`config.mk`:
```
export PLATFORM = sky130hd
export DESIGN_NAME = adc_rdout_ctrl
export DESIGN_NICKNAME = d
export VERILOG_FILES = /design/src/rtl/adc_rdout_pkg.sv /design/src/rtl/rdout_sclk_gen.sv /design/src/rtl/rdout_shifter.sv /design/src/rtl/rdout_cnvclk.sv /design/src/rtl/adc_rdout_ctrl.sv
export SDC_FILE = /design/constraint.sdc
export NUM_CORES = 1
export LEC_CHECK = 0
export BUFFER_PORTS_ARGS = -buffer_cell sky130_fd_sc_hd__buf_2
export CAP_MARGIN = 20
export CORE_UTILIZATION = 40
export DETAILED_ROUTE_END_ITERATION = 16
export HOLD_SLACK_MARGIN = 0.06
export PLACE_DENSITY_LB_ADDON = 0.1
export SLEW_MARGIN = 5
export SYNTH_ARGS = -nofsm -noshare
export SYNTH_HDL_FRONTEND = slang
export SYNTH_HIERARCHICAL = 1
export SYNTH_SLANG_ARGS = --single-unit
```
`constraint.sdc`:
```
create_clock -name clk -period 1.94 [get_ports clk]
set_clock_uncertainty 0.15 [all_clocks]
set_input_delay 0 -clock clk [delete_from_list [all_inputs] [get_ports clk]]
set_output_delay 0 -clock clk [all_outputs]
set_load 0.005 [all_outputs]
```
`src/rtl/adc_rdout_pkg.sv`:
```
package adc_rdout_pkg;

    typedef enum logic [2:0] {
        ST_IDLE    = 3'd0,
        ST_STROBE  = 3'd1,
        ST_WAIT_HI = 3'd2,
        ST_WAIT_LO = 3'd3,
        ST_SETUP   = 3'd4,
        ST_SHIFT   = 3'd5,
        ST_DONE    = 3'd6,
        ST_FAULT   = 3'd7
    } rd_state_e;

    function automatic int unsigned max2(input int unsigned a, input int unsigned b);
        return (a > b) ? a : b;
    endfunction

endpackage

```
`src/rtl/rdout_sclk_gen.sv`:
```
module rdout_sclk_gen #(
    parameter int unsigned HALF = 4
) (
    input  logic clk,
    input  logic rst_n,
    input  logic run,
    output logic sclk,
    output logic rise_tick,
    output logic fall_tick
);
    localparam int unsigned PW = (HALF > 1) ? $clog2(HALF) : 1;
    localparam logic [PW-1:0] LAST = PW'(HALF - 1);

    logic [PW-1:0] ph_q;
    logic          sclk_q;
    logic          at_last;

    assign at_last = (ph_q == LAST);

    always_ff @(posedge clk) begin
        if (!rst_n || !run) begin
            ph_q   <= '0;
            sclk_q <= 1'b0;
        end else if (at_last) begin
            ph_q   <= '0;
            sclk_q <= ~sclk_q;
        end else begin
            ph_q <= ph_q + 1'b1;
        end
    end

    assign sclk      = sclk_q;
    assign rise_tick = run && at_last && !sclk_q;
    assign fall_tick = run && at_last && sclk_q;

endmodule

```
`src/rtl/rdout_shifter.sv`:
```
module rdout_shifter #(
    parameter int unsigned FRAME = 16,
    parameter int unsigned DATA  = 14
) (
    input  logic            clk,
    input  logic            rst_n,
    input  logic            clear,
    input  logic            capture,
    input  logic            sdi,
    output logic            frame_full,
    output logic [DATA-1:0] data,
    output logic            fill_bad
);
    localparam int unsigned CW     = $clog2(FRAME + 1);
    localparam int unsigned FILL_W = FRAME - DATA;

    logic [FRAME-1:0] sh_q;
    logic [CW-1:0]    cnt_q;

    assign frame_full = (cnt_q == CW'(FRAME));

    always_ff @(posedge clk) begin
        if (!rst_n || clear) begin
            sh_q  <= '0;
            cnt_q <= '0;
        end else if (capture && !frame_full) begin
            sh_q  <= {sh_q[FRAME-2:0], sdi};
            cnt_q <= cnt_q + 1'b1;
        end
    end

    assign data = sh_q[FRAME-1 -: DATA];

    generate
        if (FILL_W > 0) begin : g_fill
            assign fill_bad = |sh_q[FILL_W-1:0];
        end else begin : g_nofill
            assign fill_bad = 1'b0;
        end
    endgenerate

endmodule

```
`src/rtl/rdout_cnvclk.sv`:
```
module rdout_cnvclk #(
    parameter int unsigned HALF   = 8,
    parameter bit          ENABLE = 1'b1
) (
    input  logic clk,
    input  logic rst_n,
    input  logic ext_sel,
    output logic cnv_clk
);
    generate
        if (ENABLE) begin : g_div
            localparam int unsigned PW = (HALF > 1) ? $clog2(HALF) : 1;
            logic [PW-1:0] ph_q;
            logic          ck_q;
            always_ff @(posedge clk) begin
                if (!rst_n || !ext_sel) begin
                    ph_q <= '0;
                    ck_q <= 1'b0;
                end else if (ph_q == PW'(HALF - 1)) begin
                    ph_q <= '0;
                    ck_q <= ~ck_q;
                end else begin
                    ph_q <= ph_q + 1'b1;
                end
            end
            assign cnv_clk = ck_q;
        end else begin : g_off
            logic unused_in;
            assign unused_in = ^{clk, rst_n, ext_sel};
            assign cnv_clk   = 1'b0;
        end
    endgenerate

endmodule

```
`src/rtl/adc_rdout_ctrl.sv`:
```
module adc_rdout_ctrl
    import adc_rdout_pkg::*;
#(
    parameter int unsigned DATA_W      = 14,
    parameter int unsigned FRAME_LEN   = 16,
    parameter int unsigned SCLK_HALF   = 4,
    parameter int unsigned CNV_LO      = 3,
    parameter int unsigned BUSY_TMO    = 4096,
    parameter int unsigned CNVCLK_HALF = 8,
    parameter bit          HAS_CNVCLK  = 1'b1
) (
    input  logic              clk,
    input  logic              rst_n,
    input  logic              start,
    input  logic              cnv_clk_ext,
    input  logic              adc_busy,
    input  logic              adc_sdo,
    output logic              adc_cnv_n,
    output logic              adc_rd_n,
    output logic              adc_sclk,
    output logic              adc_cnv_clk,
    output logic              res_valid,
    output logic [DATA_W-1:0] res_data,
    output logic              res_frame_err,
    output logic              res_timeout
);
    localparam int unsigned TMAX = max2(BUSY_TMO, CNV_LO);
    localparam int unsigned TW   = $clog2(TMAX + 1);
    localparam logic [TW-1:0] STROBE_END = TW'(CNV_LO - 1);
    localparam logic [TW-1:0] TMO_END    = TW'(BUSY_TMO - 1);
    localparam logic [TW-1:0] TSAT       = TW'(TMAX);

    rd_state_e   state_q, state_d;
    logic [TW-1:0] tmr_q;
    logic        tmr_clr;
    logic        sclk_run, rise_tick, fall_tick;
    logic        frame_full, fill_bad, shift_clr;

    // state register
    always_ff @(posedge clk) begin
        if (!rst_n) state_q <= ST_IDLE;
        else        state_q <= state_d;
    end

    // next-state logic
    always_comb begin
        state_d = state_q;
        unique case (state_q)
            ST_IDLE:    if (start) state_d = ST_STROBE;
            ST_STROBE:  if (tmr_q == STROBE_END) state_d = ST_WAIT_HI;
            ST_WAIT_HI: begin
                if (tmr_q == TMO_END) state_d = ST_FAULT;
                else if (adc_busy)    state_d = ST_WAIT_LO;
            end
            ST_WAIT_LO: begin
                if (tmr_q == TMO_END) state_d = ST_FAULT;
                else if (!adc_busy)   state_d = ST_SETUP;
            end
            ST_SETUP:   state_d = ST_SHIFT;
            ST_SHIFT:   if (frame_full && fall_tick) state_d = ST_DONE;
            ST_DONE:    state_d = ST_IDLE;
            ST_FAULT:   state_d = ST_IDLE;
            default:    state_d = ST_IDLE;
        endcase
    end

    // shared timer: restarts on entry to strobe and to the busy wait
    assign tmr_clr = (state_d != state_q) &&
                     ((state_d == ST_STROBE) || (state_d == ST_WAIT_HI));

    always_ff @(posedge clk) begin
        if (!rst_n || tmr_clr) tmr_q <= '0;
        else if (tmr_q != TSAT) tmr_q <= tmr_q + 1'b1;
    end

    // output decode
    always_comb begin
        adc_cnv_n   = 1'b1;
        adc_rd_n    = 1'b1;
        res_valid   = 1'b0;
        res_timeout = 1'b0;
        sclk_run    = 1'b0;
        shift_clr   = 1'b0;
        unique case (state_q)
            ST_STROBE: adc_cnv_n = 1'b0;
            ST_SETUP: begin
                adc_rd_n  = 1'b0;
                shift_clr = 1'b1;
            end
            ST_SHIFT: begin
                adc_rd_n = 1'b0;
                sclk_run = 1'b1;
            end
            ST_DONE:  res_valid   = 1'b1;
            ST_FAULT: res_timeout = 1'b1;
            default: ;
        endcase
    end

    rdout_sclk_gen #(.HALF(SCLK_HALF)) u_sclk (
        .clk       (clk),
        .rst_n     (rst_n),
        .run       (sclk_run),
        .sclk      (adc_sclk),
        .rise_tick (rise_tick),
        .fall_tick (fall_tick)
    );

    rdout_shifter #(.FRAME(FRAME_LEN), .DATA(DATA_W)) u_shift (
        .clk        (clk),
        .rst_n      (rst_n),
        .clear      (shift_clr),
        .capture    (rise_tick),
        .sdi        (adc_sdo),
        .frame_full (frame_full),
        .data       (res_data),
        .fill_bad   (fill_bad)
    );

    assign res_frame_err = res_valid && fill_bad;

    rdout_cnvclk #(.HALF(CNVCLK_HALF), .ENABLE(HAS_CNVCLK)) u_cnvclk (
        .clk     (clk),
        .rst_n   (rst_n),
        .ext_sel (cnv_clk_ext),
        .cnv_clk (adc_cnv_clk)
    );

endmodule

```
==> results.tsv, run 1 <==
stage	metric	value	unit
status	outcome	completed	
sta	fin_hold_ws	0.283	ns
drt	routed_wirelength	3.79	mm
layout	layout_common_cells	dfxtp_1 (44), buf_2 (26), nand2_1 (24), nor2_1 (21), mux2i_1 (16)	
power	vdd_drop_max	461	uV
die	die-height	76.3	um
die	io-pin-count	27	
logic_synthesis	syn_nets	244	
clock_network	clk_pin_slew	0.09	ns
logic_synthesis	synth-seq-cells	44	
global_routing	grt_pass1_vias	1510	
power	power.density	698	mW/mm^2
worst_setup_path	worst_setup_path_end_kind	flop	
worst_setup_path	path_common_cell	ha_1	
sta	worst_slew_pin_slew	0.648	ns
layout	syn_to_final_growth	13.4	%
global_routing	grt.total_usage	14.4	%
sta	slew_viol_final	0	
sta	setup_viol	0	
worst_setup_path	crit_chain	ha_1 -> ha_1 -> xor2_1 -> and3_1 -> dlygate4sd3_1	
logic_synthesis	avgSynthCellArea	9.60	um^2
layout	final_common_cell	dfxtp_1	
worst_setup_path	path_class	flop to flop	
drt	num_vias	1548	
clock_network	cts_setup_buffers	0	
layout	final-seq-area	881	um^2
clock_network	cts-root-buf	clkbuf_8	
placement	gp_congestion	0.764	
hold_path	holdCritStartpoint	u_sclk/ph_q[0]	
worst_setup_path	worstPathArrival	1.87	ns
clock_network	cts_max_path_buffers	2	
die	num_rows	26	
global_routing	use_met2	23.7	%
die	design.die.area	0.00582	mm^2
logic_synthesis	yosys_warnings	6	
global_routing	grtUsageMet3	3.95	%
logic_synthesis	yosysSeqAreaShare	39.9	%
worst_setup_path	r2r_cells	5	
sta	clock.fmax	546	MHz
hold_path	whs_path_depth	1	
placement	placed_area	0.00232	mm^2
worst_setup_path	cp_slowest_stage_delay	0.54	ns
layout	drive_above_1_share	24.9	%
layout	final_area	0.00250	mm^2
placement	io_buffer_count	26	
die	core	0.00520	mm^2
clock_network	clkLatencyLatePin	0.29	ns
sta	fin_crit_sh	94.4	%
worst_setup_path	slowest_stage	dlygate4sd3_1	
logic_synthesis	synth.distinct_cells	46	
die	start_util	42.4	%
sta	fin_crit	1.83	ns
worst_setup_path	r2r_end	u_cnvclk/cnv_clk	
drt	drcViolationCount	0	
sta	setup_slack	0.108	ns
worst_setup_path	r2r_setup_slack	0.11	ns
layout	num-fill-cells	532	
run	cap_violations	0	
global_routing	grt-ovfl-total	0	
power	p_leak	1.12	nW
logic_synthesis	ys.flop_type	dfxtp_1	
logic_synthesis	synth_area	0.00221	mm^2
placement	dp_hpwl	2.75	mm
worst_setup_path	regToRegStartpoint	u_cnvclk/g_div.ph_q[0]	
clock_network	cts_buffers	5	
global_routing	grt_max_degree	18	
global_routing	grt-busiest-layer	met2	
global_routing	grt_pass1_wl	6.85	mm
worst_setup_path	crit_path_max_fanout	2	
logic_synthesis	synthCells	230	
layout	final_nets	270	
global_routing	use_met1	18.1	%
drt	drtIter0Drc	47	
logic_synthesis	async_flop_share	0	%
drt	drtPass1Iterations	4	
hold_path	min_path_type	flop to flop	
logic_synthesis	synth_edf_count	0	
layout	multi_input_area	0.00113	mm^2
drt	wl_per_cell	11.6	um
drt	drtAntennaViolNets	0	
sta	slew_headroom	56.6	%
drt	via_per_inst	4.73	
die	fp.dieW	76.3	um
layout	diodes	0	
sta	grt_setup_unrepaired	false	
sta	hold_violations	0	
global_routing	antenna_found_initial	0	
worst_setup_path	required	1.98	ns
clock_network	clock_sinks	44	
hold_path	min_to	u_sclk/ph_q[0]	
sta	tns	0	ns
placement	dpl_worst_slack	0.0105	ns
clock_network	tritoncts	done	
worst_setup_path	cp-start-kind	flop	
clock_network	htree_num_levels	2	
-- logic make-up (layout without fill, tap and decap cells) --
group           after synthesis  count (layout)  synth area share (%)
buf+inv                      31              58                  8.90
mux                          16              16                  7.26
fa+ha+maj                     8               8                  4.54
compound gates               18              18                  4.93
xor+xnor                     15              15                  5.95
simple gates                 98              98                  28.5
flops                        44              44                  39.9
-- critical path: cells and delay by family, from the launching register on --
family	cells	cell delay [ns]
buffers and inverters	1	0.54
adder cells (fa/ha/maj)	2	0.40
flip-flops	1	0.32
AND/OR/NAND/NOR	1	0.18
XOR/XNOR	1	0.14
-- power by group --
part	switching [mW]	leakage, nW	internal (mW)
Combinational	0.0519	0.714	0.0477
Clock	0.336	0.0548	0.388
Sequential	0.00920	0.355	0.912
-- layer usage --
metal | vias to the layer above | wire length [um]
li1 | 821 | -
met3 | 5 | 114
met2 | 16 | 1760
met1 | 706 | 1870
met5 | - | 0
met4 | 0 | 41
-- registers in the layout (all words and copies together) (netlist names) --
| name | cells |
|---|---|
| state_q | 3 |
| tmr_q | 13 |
| u_cnvclk/cnv_clk | 1 |
| u_cnvclk/g_div.ph_q | 3 |
| u_sclk/ph_q | 2 |
| u_sclk/sclk | 1 |
| u_shift/cnt_q | 5 |
| u_shift/sh_q | 16 |
-- worst max-delay path by stage --
stage | from | to | slack (ns) | cells after the start
after floorplan | state_q[1] | u_shift/cnt_q[2] | 0.24 | 8
after global placement | state_q[1] | u_shift/sh_q[8] | 0.08 | 5
after detailed placement | state_q[1] | u_shift/sh_q[7] | 0.01 | 5
after CTS | u_cnvclk/g_div.ph_q[0] | u_cnvclk/cnv_clk | 0.11 | 5
after global routing | u_cnvclk/g_div.ph_q[0] | u_cnvclk/cnv_clk | 0.0005 | 5
final | u_cnvclk/g_div.ph_q[0] | u_cnvclk/cnv_clk | 0.11 | 5
-- layout make-up --
class | instances | share of cell area (%)
multi-input cells | 155 | 45.3
flip-flops and latches | 44 | 35.2
repair buffers | 39 | 9.70
well taps | 70 | 3.50
clock buffers | 5 | 2.75
clock inverters | 3 | 1.85
inverters | 11 | 1.75
-- synth_stat cells (all sizes together), types with 2 or more instances --
cell / n / area, um^2
dfxtp: 44 / 881
nand2: 25 / 101
nor2: 23 / 91.3
buf: 20 / 153
mux2i: 16 / 160
inv: 11 / 43.8
nand3: 11 / 65.1
xnor2: 10 / 87.6
ha: 8 / 100
a21oi: 7 / 38.8
o21ai: 6 / 30.0
and3: 5 / 32.5
nand4: 5 / 61.3
nor4: 5 / 80.1
xor2: 5 / 43.8
nor3: 4 / 20.0
nand3b: 3 / 22.5
nor2b: 3 / 21.3
or2b: 3 / 23.8
nor3b: 2 / 15.0
o211ai: 2 / 15.0
-- what timing repair did --
| item | CTS | global route |
|---|---|---|
| hold buffers | 6 | 0 |
| resized for setup | 1 | 0 |
| setup endpoints to repair | 5 | 0 |
| endpoints found under the hold margin | 11 | 0 |
-- through the flow --
step                      util (%)  instances  total power, mW
after floorplan                  -        230             1.01
after CTS                     48.1        327             1.77
after detailed placement      44.7        313             1.04
after global routing          48.1        327             1.82
after global placement        44.7        313             1.04
final                         48.1        327             1.75
Note: power is estimated with default switching activity, not from simulation.
==> inputs of run 2 (changes only) <==
- SETUP_SLACK_MARGIN: not set -> 0.5
==> run 2 against run 1 <==
Core utilization grew 4.5 points. Register-to-register slack improved by 0.29 ns. Cell count grew 2.1%. Total power is 2.1% lower. Sequential cell count is the same. Worst hold slack gained 0.0052 ns. Setup slack better by 0.29 ns. Sequential share of layout area decreased by 2.3 points. Critical path type unchanged. Sequential power is 0.7% higher. Final area grew 9.5%. Largest cell class unchanged.
==> results.tsv, run 2 (synthesis gave the netlist of run 1 again) <==
stage	metric	value	unit
status	outcome	completed	
hold_path	min_path_type	flop to flop	
global_routing	grt_pass1_vias	1505	
drt	num_vias	1604	
worst_setup_path	worstPathArrival	1.58	ns
worst_setup_path	cp-start-kind	flop	
drt	drcViolationCount	0	
worst_setup_path	required	1.98	ns
worst_setup_path	crit_chain	nand2b_4 -> nor2_4 -> nand2_1 -> nor2_2 -> buf_6 -> nand4_1 -> xor2_1 -> nor2_1	
drt	dr_wl_met3	131	um
clock_network	clock_sinks	44	
worst_setup_path	cp_slowest_stage_delay	0.36	ns
power	p_leak	1.20	nW
drt	wl_per_cell	12.3	um
die	design.die.area	0.00582	mm^2
layout	diodes	0	
global_routing	antenna_found_initial	0	
sta	hold_violations	0	
layout	final_cells	334	
die	start_util	42.4	%
layout	largest-register	u_shift/sh_q	
global_routing	grt_max_degree	18	
drt	drtIter0Drc	47	
placement	dp_cells	309	
drt	wl_met1	2.00	mm
worst_setup_path	crit_path_max_fanout	7	
global_routing	grt-ovfl-total	0	
clock_network	htree_num_levels	2	
worst_setup_path	slowest_stage	dfxtp_4	
layout	num-fill-cells	489	
clock_network	cts_buffers	5	
die	die-height	76.3	um
layout	syn_to_final_growth	24.1	%
sta	slew_headroom	79.2	%
sta	setup_slack	0.399	ns
layout	reg.largest.list	u_shift/sh_q: 16 flops, tmr_q: 13 flops, u_shift/cnt_q: 5 flops	
worst_setup_path	worst_setup_path_end_kind	flop	
worst_setup_path	cp.buffers_inverters	1	
sta	grt_setup_unrepaired	true	
layout	final-seq-area	902	um^2
global_routing	grt.total_usage	15.0	%
power	vdd_drop_max	375	uV
die	fp.dieW	76.3	um
drt	routed_wirelength	4.09	mm
sta	slew_viol_final	0	
layout	largest_register_ff_count	16	
layout	multi_input_area	0.00127	mm^2
power	power.density	624	mW/mm^2
clock_network	cts-root-buf	clkbuf_8	
power	total_power	1.71	mW
placement	dpl_worst_slack	0.316	ns
die	num_rows	26	
drt	top_layer_used	met4	
layout	drive_above_1_share	37.1	%
layout	layout_common_cells	dfxtp_1 (31), buf_2 (26), nand2_1 (24), nor2_1 (19), mux2i_1 (16)	
die	core	0.00520	mm^2
clock_network	clkLatencyLatePin	0.29	ns
sta	worst_slew_pin_slew	0.308	ns
global_routing	grt_pass1_wl	6.95	mm
run	cap_violations	0	
worst_setup_path	crit_family	simple AND/OR/NAND/NOR gates	
clock_network	clk_pin_slew	0.08	ns
drt	via_per_inst	4.80	
sta	fin_crit	1.54	ns
worst_setup_path	r2r_setup_slack	0.40	ns
worst_setup_path	path_class	flop to flop	
clock_network	tritoncts	done	
drt	route.met2.wl	1.89	mm
layout	utilization	52.6	%
placement	io_buffer_count	26	
sta	tns	0	ns
drt	drtPass1Iterations	5	
layout	final_nets	279	
sta	clock.fmax	649	MHz
placement	gp_congestion	0.722	
layout	final_common_cell	dfxtp_1	
drt	drtAntennaViolNets	0	
clock_network	cts_max_path_buffers	2	
placement	dp_hpwl	2.73	mm
sta	fin_crit_sh	79.4	%
sta	setup_viol	0	
die	io-pin-count	27	
## run 2: cell count changes in the layout (fill, tap and decap cells not counted), sizes merged
cell	delta
clkinvlp	-1
nand2	+1
buf	+8
dlygate4sd3	-1
nand3	+1
inv	-1
## run 2: power by group
group / internal, mW / switching, mW / leakage, nW
combinational: 0.0555 / 0.0577 / 0.784
sequential: 0.911 / 0.0152 / 0.362
clock: 0.370 / 0.299 / 0.0501
## run 2: worst register-to-register path, delay by kind of cell, from the launching register on
kind	cells	cell delay (ns)
XOR/XNOR	1	0.16
buffers and inverters	1	0.16
flip-flops	1	0.36
AND/OR/NAND/NOR	6	0.61
## run 2: repair_timing
item | CTS | global route
resized for setup | 22 | 8
gates cloned | 2 | 0
setup buffers | 11 | 1
setup endpoints to repair | 37 | 38
hold buffers | 5 | 0
pin swaps | 10 | 7
endpoints found under the hold margin | 24 | 0
## run 2: area by class of cell
type	instances	share of cell area [%]
multi-input combinational	157	46.3
sequential	44	32.9
timing repair buffer	46	12.3
tap	70	3.20
clock buffer	5	2.51
inverter	11	1.60
clock inverter	1	1.10
## run 2: final timing paths
path                                      from                to  cells after the start
worst min register to register  u_sclk/ph_q[0]    u_sclk/ph_q[0]                      1
worst max register to register      state_q[1]  u_shift/cnt_q[4]                      8
worst max-delay path                state_q[1]  u_shift/cnt_q[4]                      8
worst min-delay path            u_sclk/ph_q[0]    u_sclk/ph_q[0]                      1
## run 2: through the flow
stage,area (um^2),hold WS (ns)
after floorplan,2260,-0.0261
after global placement,2340,0.0916
after detailed placement,2340,0.0959
after CTS,2700,0.287
after global routing,2740,0.309
final,2740,0.288
## run 2: per-layer routing
layer  up-vias  global-route usage [%]
met5         -                       0
met4         0                    6.73
met3         8                    3.47
met2        27                    24.0
met1       730                    19.2
li1        839                       -
==> inputs of run 3 (changes only) <==
- clock period: 1.94 -> 1.6 ns (I/O delays scaled with it)
==> run 3 against run 2 <==
Via count grew 8.5%. Cell count grew 8.4%. Clock power grew 33%. Critical endpoint is now u_shift/cnt_q[3]. Critical path type unchanged. Sequential cell count is the same. Worst hold slack lost 0.26 ns.
==> results.tsv, run 3 (synthesis gave the netlist of run 1 again) <==
stage	metric	value	unit
sta	grt_setup_unrepaired	true	
drt	routed_wirelength	4.60	mm
layout	reg.largest.list	u_shift/sh_q: 16 flops, tmr_q: 13 flops, u_shift/cnt_q: 5 flops	
global_routing	grt.total_usage	16.6	%
worst_setup_path	cp.buffers_inverters	2	
worst_setup_path	crit_chain	nand2b_4 -> buf_6 -> nor2_4 -> nand2_1 -> nor2_2 -> buf_6 -> nand4_1 -> xor2_1 -> nor2_1	
worst_setup_path	r2r_setup_slack	0.01	ns
worst_setup_path	r2r_end	u_shift/cnt_q[3]	
power	p_leak	1.39	nW
sta	hold_violations	0	
hold_path	min_to	u_shift/sh_q[0]	
worst_setup_path	crit_path_max_fanout	5	
drt	drtPass1Iterations	4	
global_routing	grt_max_degree	18	
power	vdd_drop_max	454	uV
status	outcome	completed	
layout	syn_to_final_growth	43.3	%
layout	final_cells	362	
clock_network	htree_num_levels	2	
run	cap_violations	0	
global_routing	grt_pass1_wl	7.62	mm
clock_network	cts_max_path_buffers	2	
drt	via_per_inst	4.81	
worst_setup_path	path_common_cell	buf_6	
placement	gp_congestion	0.689	
worst_setup_path	r2r_cells	9	
die	io-pin-count	27	
worst_setup_path	cp-start-kind	flop	
worst_setup_path	crit_family	simple AND/OR/NAND/NOR gates	
worst_setup_path	worstSetupStartpoint	state_q[1]	
die	die-height	76.3	um
hold_path	min_path_type	input port to flop	
worst_setup_path	slowest_stage	dfxtp_2	
sta	clock.fmax	629	MHz
placement	dp_cells	322	
drt	drtIter0Drc	41	
hold_path	whs_path_depth	4	
sta	fin_hold_ws	0.0323	ns
sta	setup_viol	0	
layout	final_common_cell	buf_4	
drt	drcViolationCount	0	
sta	tns	0	ns
global_routing	grt-ovfl-total	0	
worst_setup_path	path_class	flop to flop	
hold_path	holdCritStartpoint	rst_n	
worst_setup_path	required	1.65	ns
sta	worst_slew_pin_slew	0.402	ns
worst_setup_path	worstPathArrival	1.64	ns
layout	drive_above_1_share	53.8	%
global_routing	antenna_found_initial	0	
drt	num_vias	1740	
worst_setup_path	worst_setup_path_end_kind	flop	
layout	utilization	60.7	%
drt	wl_per_cell	12.7	um
clock_network	cts-root-buf	clkbuf_8	
global_routing	grt_pass1_vias	1708	
clock_network	clk_pin_slew	0.09	ns
clock_network	ctsHoldBuffers	5	
sta	fin_crit_sh	99.3	%
layout	largest_register_ff_count	16	
power	power.density	706	mW/mm^2
die	start_util	42.4	%
sta	fin_crit	1.59	ns
clock_network	cts_buffers	5	
die	num_rows	26	
die	fp.dieW	76.3	um
worst_setup_path	regToRegStartpoint	state_q[1]	
worst_setup_path	cp_slowest_stage_delay	0.33	ns
clock_network	clock_sinks	44	
placement	io_buffer_count	26	
layout	largest-register	u_shift/sh_q	
sta	slew_headroom	73.2	%
clock_network	tritoncts	done	
clock_network	clkLatencyLatePin	0.31	ns
drt	drtAntennaViolNets	0	
layout	diodes	0	
layout	layout_common_cells	buf_4 (27), dfxtp_1 (26), buf_2 (24), nand2_1 (22), mux2i_1 (16)	
die	design.die.area	0.00582	mm^2
die	core	0.00520	mm^2
placement	dp_hpwl	2.84	mm
layout	final_nets	305	
sta	slew_viol_final	0	
[run 3: metal layers]
layer | share of wire [%] | vias to the layer above | GRT usage, %
li1 | - | 885 | -
met1 | 43 | 823 | 18.2
met2 | 52 | 24 | 29.7
met3 | 3.0 | 8 | 3.95
met4 | 1.9 | 0 | 8.08
met5 | 0 | - | 0
[run 3: worst min-delay path: cells and delay by family]
family                 cells  cell delay, ns
muxes                      1            0.06
and+or+nand+nor            2            0.27
buffers and inverters      1            0.11
[run 3: layout make-up]
| class | count | area (um^2) |
|---|---|---|
| clock buffer | 5 | 68.8 |
| clock inverter | 3 | 46.3 |
| fill | 461 | 2040 |
| inverter | 11 | 46.3 |
| multi-input combinational | 155 | 1390 |
| sequential | 44 | 911 |
| tap | 70 | 87.6 |
| timing repair buffer | 74 | 609 |
[run 3: worst max path at each step]
stage,end,depth (start not counted)
after floorplan,u_shift/cnt_q[2],8
after global placement,u_shift/sh_q[10],5
after detailed placement,u_shift/sh_q[11],5
after CTS,u_shift/cnt_q[2],8
after global routing,u_shift/cnt_q[3],9
final,u_shift/cnt_q[3],9
[run 3: stage by stage]
| stage | setup WS (ns) | instance area, um^2 | power, mW |
|---|---|---|---|
| after floorplan | 0.0464 | 2320 | 1.24 |
| after global placement | -0.235 | 2500 | 1.29 |
| after detailed placement | -0.286 | 2500 | 1.29 |
| after CTS | -0.00311 | 3000 | 2.22 |
| after global routing | -0.121 | 3160 | 2.33 |
| final | 0.0105 | 3160 | 2.23 |
[run 3: what timing repair did]
| action | in CTS | in global routing |
|---|---|---|
| endpoints found under the hold margin | 19 | 11 |
| setup endpoints to repair | 49 | 49 |
| resized for setup | 50 | 18 |
| setup buffers | 19 | 7 |
| pin swaps | 26 | 8 |
| gates cloned | 0 | 1 |
[run 3: power by group]
group	leakage, nW	switching [mW]	internal, mW
logic	0.975	0.0995	0.121
clock network	0.0548	0.419	0.471
registers	0.365	0.0159	1.11
total	1.39	0.534	1.70
